`src/rtl/pwm_sreg_pkg.sv`:
```
`timescale 1ns/1ps
package pwm_sreg_pkg;

    localparam int WORD_W   = 32;
    localparam int LANE_W   = 8;
    localparam int LANES    = WORD_W / LANE_W;
    localparam int CNT_W    = 8;
    localparam int RUN_POS  = 31;
    localparam int PARK_POS = 30;
    localparam int LEN_LSB  = CNT_W;
    localparam int LOW_LSB  = 0;

    typedef struct packed {
        logic             run;
        logic             park_lvl;
        logic [CNT_W-1:0] step_len;
        logic [CNT_W-1:0] low_steps;
    } pwm_cfg_t;

    function automatic logic [WORD_W-1:0] live_bits();
        logic [WORD_W-1:0] m;
        m = '0;
        m[RUN_POS]  = 1'b1;
        m[PARK_POS] = 1'b1;
        m[LEN_LSB +: CNT_W] = '1;
        m[LOW_LSB +: CNT_W] = '1;
        return m;
    endfunction

    localparam logic [WORD_W-1:0] LIVE_MASK = live_bits();

    function automatic logic [CNT_W-1:0] last_step(input logic [CNT_W-1:0] len);
        return len - CNT_W'(1);
    endfunction

endpackage

```
`src/rtl/pwm_sreg_cfg.sv`:
```
`timescale 1ns/1ps
module pwm_sreg_cfg
    import pwm_sreg_pkg::*;
(
    input  logic              clk,
    input  logic              rst,
    input  logic              wr_en,
    input  logic [LANES-1:0]  wr_be,
    input  logic [WORD_W-1:0] wr_data,
    output logic [WORD_W-1:0] word_q
);

    for (genvar g = 0; g < LANES; g++) begin : g_lane
        localparam logic [LANE_W-1:0] LMASK = LIVE_MASK[LANE_W*g +: LANE_W];
        logic [LANE_W-1:0] lane_q;

        always_ff @(posedge clk) begin
            if (rst) begin
                lane_q <= '0;
            end else if (wr_en && wr_be[g]) begin
                lane_q <= wr_data[LANE_W*g +: LANE_W] & LMASK;
            end
        end

        assign word_q[LANE_W*g +: LANE_W] = lane_q;
    end

    assert_full_readback_R2: assert property (@(posedge clk) disable iff (rst)
        (wr_en && (&wr_be)) |=> (word_q == ($past(wr_data) & LIVE_MASK)));

    assert_no_write_hold_R2: assert property (@(posedge clk) disable iff (rst)
        (!wr_en) |=> $stable(word_q));

endmodule

```
`src/rtl/pwm_sreg_prescale.sv`:
```
`timescale 1ns/1ps
module pwm_sreg_prescale
    import pwm_sreg_pkg::*;
(
    input  logic             clk,
    input  logic             rst,
    input  logic             run,
    input  logic [CNT_W-1:0] step_len,
    output logic             tick,
    output logic [CNT_W-1:0] cnt
);

    // A step length of zero wraps to an all-ones terminal count: 256 clocks.
    assign tick = run && (cnt == last_step(step_len));

    always_ff @(posedge clk) begin
        if (rst || !run) begin
            cnt <= '0;
        end else if (tick) begin
            cnt <= '0;
        end else begin
            cnt <= cnt + CNT_W'(1);
        end
    end

    assert_tick_wrap_R4: assert property (@(posedge clk) disable iff (rst)
        tick |=> (cnt == '0));

    assert_count_advance_R4: assert property (@(posedge clk) disable iff (rst)
        (run && !tick) |=> (cnt == $past(cnt) + CNT_W'(1)));

endmodule

```
`src/rtl/pwm_sreg_phase.sv`:
```
`timescale 1ns/1ps
module pwm_sreg_phase
    import pwm_sreg_pkg::*;
(
    input  logic             clk,
    input  logic             rst,
    input  logic             run,
    input  logic             tick,
    input  logic [CNT_W-1:0] cfg_len,
    input  logic [CNT_W-1:0] cfg_low,
    output logic [CNT_W-1:0] len_act,
    output logic [CNT_W-1:0] phase,
    output logic             wave
);

    logic [CNT_W-1:0] low_act;
    logic             wrap;

    assign wrap = tick && (phase == '1);
    assign wave = (phase >= low_act);

    always_ff @(posedge clk) begin
        if (rst) begin
            phase   <= '0;
            len_act <= '0;
            low_act <= '0;
        end else if (!run) begin
            phase   <= '0;
            len_act <= cfg_len;
            low_act <= cfg_low;
        end else begin
            if (tick) begin
                phase <= phase + CNT_W'(1);
            end
            if (wrap) begin
                len_act <= cfg_len;
                low_act <= cfg_low;
            end
        end
    end

    assert_shadow_hold_R7: assert property (@(posedge clk) disable iff (rst)
        (run && !wrap) |=> ($stable(low_act) && $stable(len_act)));

    assert_phase_step_R5: assert property (@(posedge clk) disable iff (rst)
        (run && tick) |=> (phase == $past(phase) + CNT_W'(1)));

    assert_phase_hold_R5: assert property (@(posedge clk) disable iff (rst)
        (run && !tick) |=> $stable(phase));

endmodule

```
`src/rtl/pwm_sreg_top.sv`:
```
`timescale 1ns/1ps
module pwm_sreg_top
    import pwm_sreg_pkg::*;
(
    input  logic              clk,
    input  logic              rst,
    input  logic              wr_en,
    input  logic [LANES-1:0]  wr_be,
    input  logic [WORD_W-1:0] wr_data,
    output logic [WORD_W-1:0] rd_data,
    output logic              pwm_out
);

    logic [WORD_W-1:0] word_q;
    pwm_cfg_t          cfg;
    logic              run_q;
    logic              tick;
    logic [CNT_W-1:0]  pre_cnt;
    logic [CNT_W-1:0]  len_act;
    logic [CNT_W-1:0]  phase;
    logic              wave;

    pwm_sreg_cfg u_cfg (
        .clk     (clk),
        .rst     (rst),
        .wr_en   (wr_en),
        .wr_be   (wr_be),
        .wr_data (wr_data),
        .word_q  (word_q)
    );

    assign cfg.run       = word_q[RUN_POS];
    assign cfg.park_lvl  = word_q[PARK_POS];
    assign cfg.step_len  = word_q[LEN_LSB +: CNT_W];
    assign cfg.low_steps = word_q[LOW_LSB +: CNT_W];

    always_ff @(posedge clk) begin
        if (rst) begin
            run_q <= 1'b0;
        end else begin
            run_q <= cfg.run;
        end
    end

    pwm_sreg_prescale u_pre (
        .clk      (clk),
        .rst      (rst),
        .run      (run_q),
        .step_len (len_act),
        .tick     (tick),
        .cnt      (pre_cnt)
    );

    pwm_sreg_phase u_phase (
        .clk     (clk),
        .rst     (rst),
        .run     (run_q),
        .tick    (tick),
        .cfg_len (cfg.step_len),
        .cfg_low (cfg.low_steps),
        .len_act (len_act),
        .phase   (phase),
        .wave    (wave)
    );

    assign rd_data = word_q;
    assign pwm_out = run_q ? wave : cfg.park_lvl;

    assert_fresh_start_R6: assert property (@(posedge clk) disable iff (rst)
        $rose(run_q) |-> ((phase == '0) && (pre_cnt == '0)));

    assert_parked_output_R8: assert property (@(posedge clk) disable iff (rst)
        (!rd_data[RUN_POS] && !$past(rd_data[RUN_POS])) |-> (pwm_out == rd_data[PARK_POS]));

    assert_dead_bits_R2: assert property (@(posedge clk) disable iff (rst)
        wr_en |=> ((rd_data & ~LIVE_MASK) == '0));

endmodule

```
`config.mk`:
```
export PLATFORM = sky130hd
export DESIGN_NAME = pwm_sreg_top
export DESIGN_NICKNAME = d
export VERILOG_FILES = /design/src/rtl/pwm_sreg_pkg.sv /design/src/rtl/pwm_sreg_cfg.sv /design/src/rtl/pwm_sreg_prescale.sv /design/src/rtl/pwm_sreg_phase.sv /design/src/rtl/pwm_sreg_top.sv
export SDC_FILE = /design/constraint.sdc
export NUM_CORES = 1
export LEC_CHECK = 0
export ABC_CLOCK_PERIOD_IN_PS = 3750
export BUFFER_PORTS_ARGS = -buffer_cell sky130_fd_sc_hd__buf_2
export CORE_ASPECT_RATIO = 1.75
export CORE_MARGIN = 2
export CORE_UTILIZATION = 52
export DETAILED_ROUTE_END_ITERATION = 8
export GPL_TIMING_DRIVEN = 1
export PLACE_DENSITY = 0.83
export SLEW_MARGIN = 20
export SYNTH_ARGS = -nofsm -noshare
export SYNTH_HDL_FRONTEND = slang
export SYNTH_HIERARCHICAL = 1
export SYNTH_SLANG_ARGS = --single-unit
```
`constraint.sdc`:
```
create_clock -name clk -period 3.75 [get_ports clk]
set_input_delay 0.75 -clock clk [delete_from_list [all_inputs] [get_ports clk]]
set_output_delay 0.75 -clock clk [all_outputs]
set_load 0.01 [all_outputs]
```
Word level (Yosys, flattened, before mapping) --
Index checks and enable logic that the tools add are counted.
Storage, ports and cells: bits in registers 51, bits in latches 0, memory bits (writable) 0, memory bits (read-only) 0, input port bits 39, memories 0
Operators by class: $add $sub $neg 3, $mul 0, div/mod/pow operators 0, $lt $le $gt $ge 1, equal/unequal tests 3, shift-type cells 0, mux-type cells 5, bitwise logic cells 1, reduce and logical (&&, ||, !) cells 9
Operator list (number):
- $mux 8 | 4
- $add 8x1->8 const B | 2
- $eq 8x8->1 | 1
- $eq 8x8->1 const B | 1
- $ge 8x8->1 | 1
- $sub 8x1->8 const B | 1
- $logic_and 1x1->1 | 5
- $reduce_or 2->1 | 2
- $ne 2x1->1 const B | 1
- $logic_not 1->1 | 1
- $logic_or 1x1->1 | 1
- $mux 1 | 1
- $not 1->1 | 1

Logic depth before layout (Yosys ltp) --
depth in word-level cells 6, mapped depth 12, depth with buffers taken out 11

Modules after synthesis --
Netlist, hierarchy kept.
By module, submodules not included:
- pwm_sreg_phase | instances 1, cells an instance 114, area each 1111.1 um2, seq. area each 480.5 um2
- pwm_sreg_cfg | instances 1, cells an instance 97, area each 932.1 um2, seq. area each 360.3 um2
- pwm_sreg_prescale | instances 1, cells an instance 66, area each 580.6 um2, seq. area each 160.2 um2
- pwm_sreg_top | instances 1, cells an instance 3, area each 41.3 um2, seq. area each 20.0 um2

Worst setup path before layout --
Ideal clock, no wire load.
path kind flip-flop to flip-flop, start point reg u_phase.len_act[0], end point reg u_phase.len_act[3], setup time 0.128 ns, data arrival time 2.919 ns, slack 0.703 ns, cell stages (with the launch flop) 13, path buffers 1, cells stage by stage dfxtp_1 > inv_1 > ha_1 > xnor2_1 > a21oi_1 > o2111ai_1 > nor4_4 > and2_1 > nand2_2 > o41ai_4 > buf_6 > mux2i_1 > nor2_1
On the way: cells in the longest elaborated chain, start to end 5
Ends and longest elaborated chain:
- start, declared | RTL line pwm_sreg_phase.sv:11 | output logic [CNT_W-1:0] len_act,
- start signal, assigned | RTL line pwm_sreg_phase.sv:29 | len_act <= cfg_len;
- start signal, assigned | RTL line pwm_sreg_phase.sv:36 | len_act <= cfg_len;
- $sub 8x1->8 | RTL line pwm_sreg_pkg.sv:33 | return len - CNT_W'(1);
- $eq 8x8->1 | RTL line pwm_sreg_prescale.sv:14 | assign tick = run && (cnt == last_step(step_len));
- $logic_and 1x1->1 | RTL line pwm_sreg_prescale.sv:14
- via tick | RTL line pwm_sreg_top.sv:17 | logic tick;
- $logic_and 1x1->1 | RTL line pwm_sreg_phase.sv:19 | assign wrap = tick && (phase == '1);
- $ne 2x1->1 (no line)
The timed path passes the listed nets, and every way through them passes these cells. A chain may end at the register's enable or synchronous reset.

Final worst setup path --
start point reg u_phase.len_act[0], end point reg u_phase.len_act[7]
The elaborated chain is that of the path after synthesis.

==> results.md <==
- outcome: finished, final reports clean
- area of the mapped netlist: 2670 um^2
- post-detail-place hpwl: 3660 um
- final std cells w/o fill: 370
- largest net degree at the start of global routing: 38
- internal power summed over all cells: 771 uW
- post-CTS setup buffer count: 0
- CTS Buffer Depth: 2
- synthesized area per cell: 9.52 um^2
- Seq cells post-synth: 51
- warning count from the yosys run: 6
- clock transition at the registers of the reported paths: 0.09 ns
- final cycle utilization of the critical path: 84.6%
- hold-fix buffers at CTS: 0
- Lkg Pwr: 1.28 nW
- number of DRC violations after detailed-routing iteration 0: 40
- PortBufs: 42
- vias in the first global route: 2008
- worst path cell trace: inv_1 > ha_1 > xnor2_1 > a21oi_1 > o2111ai_1 > nor4_4 > buf_4 > and2_1 > nand2_2 > o41ai_4 > buf_4 > mux2i_1 > nor2_1
- Sequential Power Share: 55.9%
- WL final: 4910 um
- average wire length per cell after detail routing: 13.3 um
- areal power density over the cells: 351 nW/um^2
- height of the die: 98.7 um
- count of nets after finishing: 365
- cell at the root of the clock tree: sky130_fd_sc_hd__clkbuf_8
- clock tree from TritonCTS: done
- post-layout power: 1.01 mW
- number of distinct library cells after synthesis: 42
- overall overflow remaining after global route: 0
- max-slew headroom at the worst pin: 55.6%
- top library cells by usage in the layout, fill and taps aside: 51 x sky130_fd_sc_hd__dfxtp_1, 42 x sky130_fd_sc_hd__buf_2, 25 x sky130_fd_sc_hd__nor2_1
- antenna diode instance count: 0
- number of search-and-repair iterations in the first detailed-routing pass: 4
- Max Fclk: 0.315 GHz
- top cell type by total area after synthesis: sky130_fd_sc_hd__dfxtp_1
- worst path required time: 3.91 ns
- CTS H-Tree Depth: 2
- Sink Count: 51
- aggregate negative setup slack: 0 ns
- critical path fanouts, max: 16
- total global routing track utilization: 18.1%
- internal reg-to-reg setup slack: 0.58 ns
- combinational power share: 10.9%
- vias after detailed routing: 2042
- Die X-Extent: 58.1 um
- DIE AREA: 5740 um^2
- Worst setup EP type: register
- fraction of layout instances using a drive strength above 1: 21.2%
- RePlAce Congestion: 0.804
- number of placed instances with taps included: 362
- startpoint type of the worst setup path: register
- DRC violations left: 0
- Clock Latency Late Sink: 0.30 ns
- detail-routed via count per cell: 5.52
- relative contribution of the clock network to total power: 33.2%
- arrival time at the worst endpoint: 3.34 ns
- cell types occupying the most area after synthesis: sky130_fd_sc_hd__dfxtp_1 38%, sky130_fd_sc_hd__mux2i_1 6.4%, sky130_fd_sc_hd__ha_1 5.2%
- leading cell type in the layout, fill and taps excluded: sky130_fd_sc_hd__dfxtp_1
- register area share after synthesis: 38.3%
- total CTS buffers: 5
- most frequent CP cell: sky130_fd_sc_hd__buf_4
- remaining antenna violation count: 0
- number of antenna violations at the first check in global routing: 0
- maximum vdd ir drop: 0.437 mV
- count of final max-slew check failures: 0
- final worst path period need: 3.17 ns
- slew at the pin closest to its max-slew limit: 0.666 ns
- IO Pins: 72
- power spent charging and discharging nets: 244 uW
- stage delay of the slowest cell on the critical path: 0.46 ns
- Slowest-stage cell, CP: sky130_fd_sc_hd__dfxtp_1
- MaxCap Viol Count: 0
- standard-cell rows: 34
- share of the synthesized area in the top cell type: 38.3%
- global-route wire length before repair: 8400 um
- starting density of the core: 54.0%
- RSZ-0062 raised after global routing: no
- synthesis-to-layout area growth: 8.36%
- floorplan core area: 4930 um^2
- Post-Synthesis Cells: 280
- final setup fails: 0
- start-to-end type of the worst setup path: reg -> reg
- path category of the worst min-delay check: reg -> reg
- number of resized instances in the post-cts repair step: 0
- Clock Skews: 0.00694 ns
- number of hold violations in the final report: 0
- net switching share of the total power: 24.0%
flip-flops by register name, indices dropped and copies added, names as in the netlist:
register / count
run_q: 1
u_cfg/g_lane.lane_q: 18
u_pre/cnt: 8
u_phase/len_act: 8
u_phase/phase: 8
u_phase/low_act: 8
cells in the mapped netlist, drive strengths merged:
cell type / count
dfxtp: 51
buf: 26
nor2: 25
a21oi: 21
nand3: 20
a21bo: 18
mux2i: 17
xnor2: 13
ha: 11
inv: 11
xor2: 10
a211oi: 9
nand2: 9
nand2b: 5
nor3: 4
o21ai: 4
and3: 3
clkbuf: 3
nand4: 3
a21o: 2
nor4: 2
a41o: 1
a41oi: 1
and2: 1
and4b: 1
conb: 1
mux2: 1
nand3b: 1
nor2b: 1
o2111ai: 1
o211ai: 1
o41ai: 1
or2: 1
or3: 1
final timing paths:
path / from / to / depth (start not counted)
worst max-delay path: u_phase/len_act[0] / u_phase/len_act[7] / 13
worst max register to register: u_phase/len_act[0] / u_phase/len_act[7] / 13
worst min register to register: u_pre/cnt[0] / u_pre/cnt[0] / 1
worst min-delay path: u_pre/cnt[0] / u_pre/cnt[0] / 1
metal layers:
layer  part of all wire, %  GRT usage [%]  up-vias
met2                    53           33.1       59
met5                     0              0        -
li1                      -              -     1009
met3                   3.5           2.10       20
met1                    40           19.4      954
met4                   3.3           10.0        0
power by group through the flow:
stage          Clock, mW  Combinational, mW  Sequential, mW
2_1_floorplan          0             0.0915           0.581
3_3_place_gp           0              0.105           0.579
3_5_place_dp           0              0.109           0.580
4_1_cts            0.345              0.110           0.567
5_1_grt            0.368              0.122           0.570
6_report           0.337              0.110           0.567
stage by stage:
stage | util, % | setup WS [ns] | area (um^2) | hold WS (ns)
3_3_place_gp | 56.5 | 0.682 | 2790 | 0.468
6_report | 58.5 | 0.576 | 2890 | 0.501
4_1_cts | 58.5 | 0.571 | 2890 | 0.503
2_1_floorplan | - | 0.703 | 2710 | 0.456
5_1_grt | 58.5 | 0.301 | 2890 | 0.523
3_5_place_dp | 56.5 | 0.590 | 2790 | 0.488
cell families (layout without fill, tap and decap cells):
family	count (synthesis)	in the layout	synth area share, %
simple gates	77	77	14.6
mux	18	18	6.95
buf+inv	40	63	9.77
fa+ha+maj	11	11	5.16
compound gates	59	59	17.5
xor+xnor	23	23	7.56
other cells	1	14	0.141
flops	51	51	38.3
layout make-up:
class,count,area [um^2]
fill,446,2050
multi-input combinational,202,1430
sequential,51,1020
timing repair buffer,44,225
clock buffer,8,100
tap,54,67.6
inverter,11,41.3
worst max-delay path, delay by kind of cell (launching register included):
| kind | cells | cell delay [ns] |
|---|---|---|
| compound gates | 3 | 0.63 |
| buf+inv | 3 | 0.62 |
| simple gates | 4 | 0.62 |
| flops | 1 | 0.46 |
| fa+ha+maj | 1 | 0.31 |
| mux | 1 | 0.26 |
| xor+xnor | 1 | 0.13 |
Note: power is estimated with default switching activity, not from simulation.
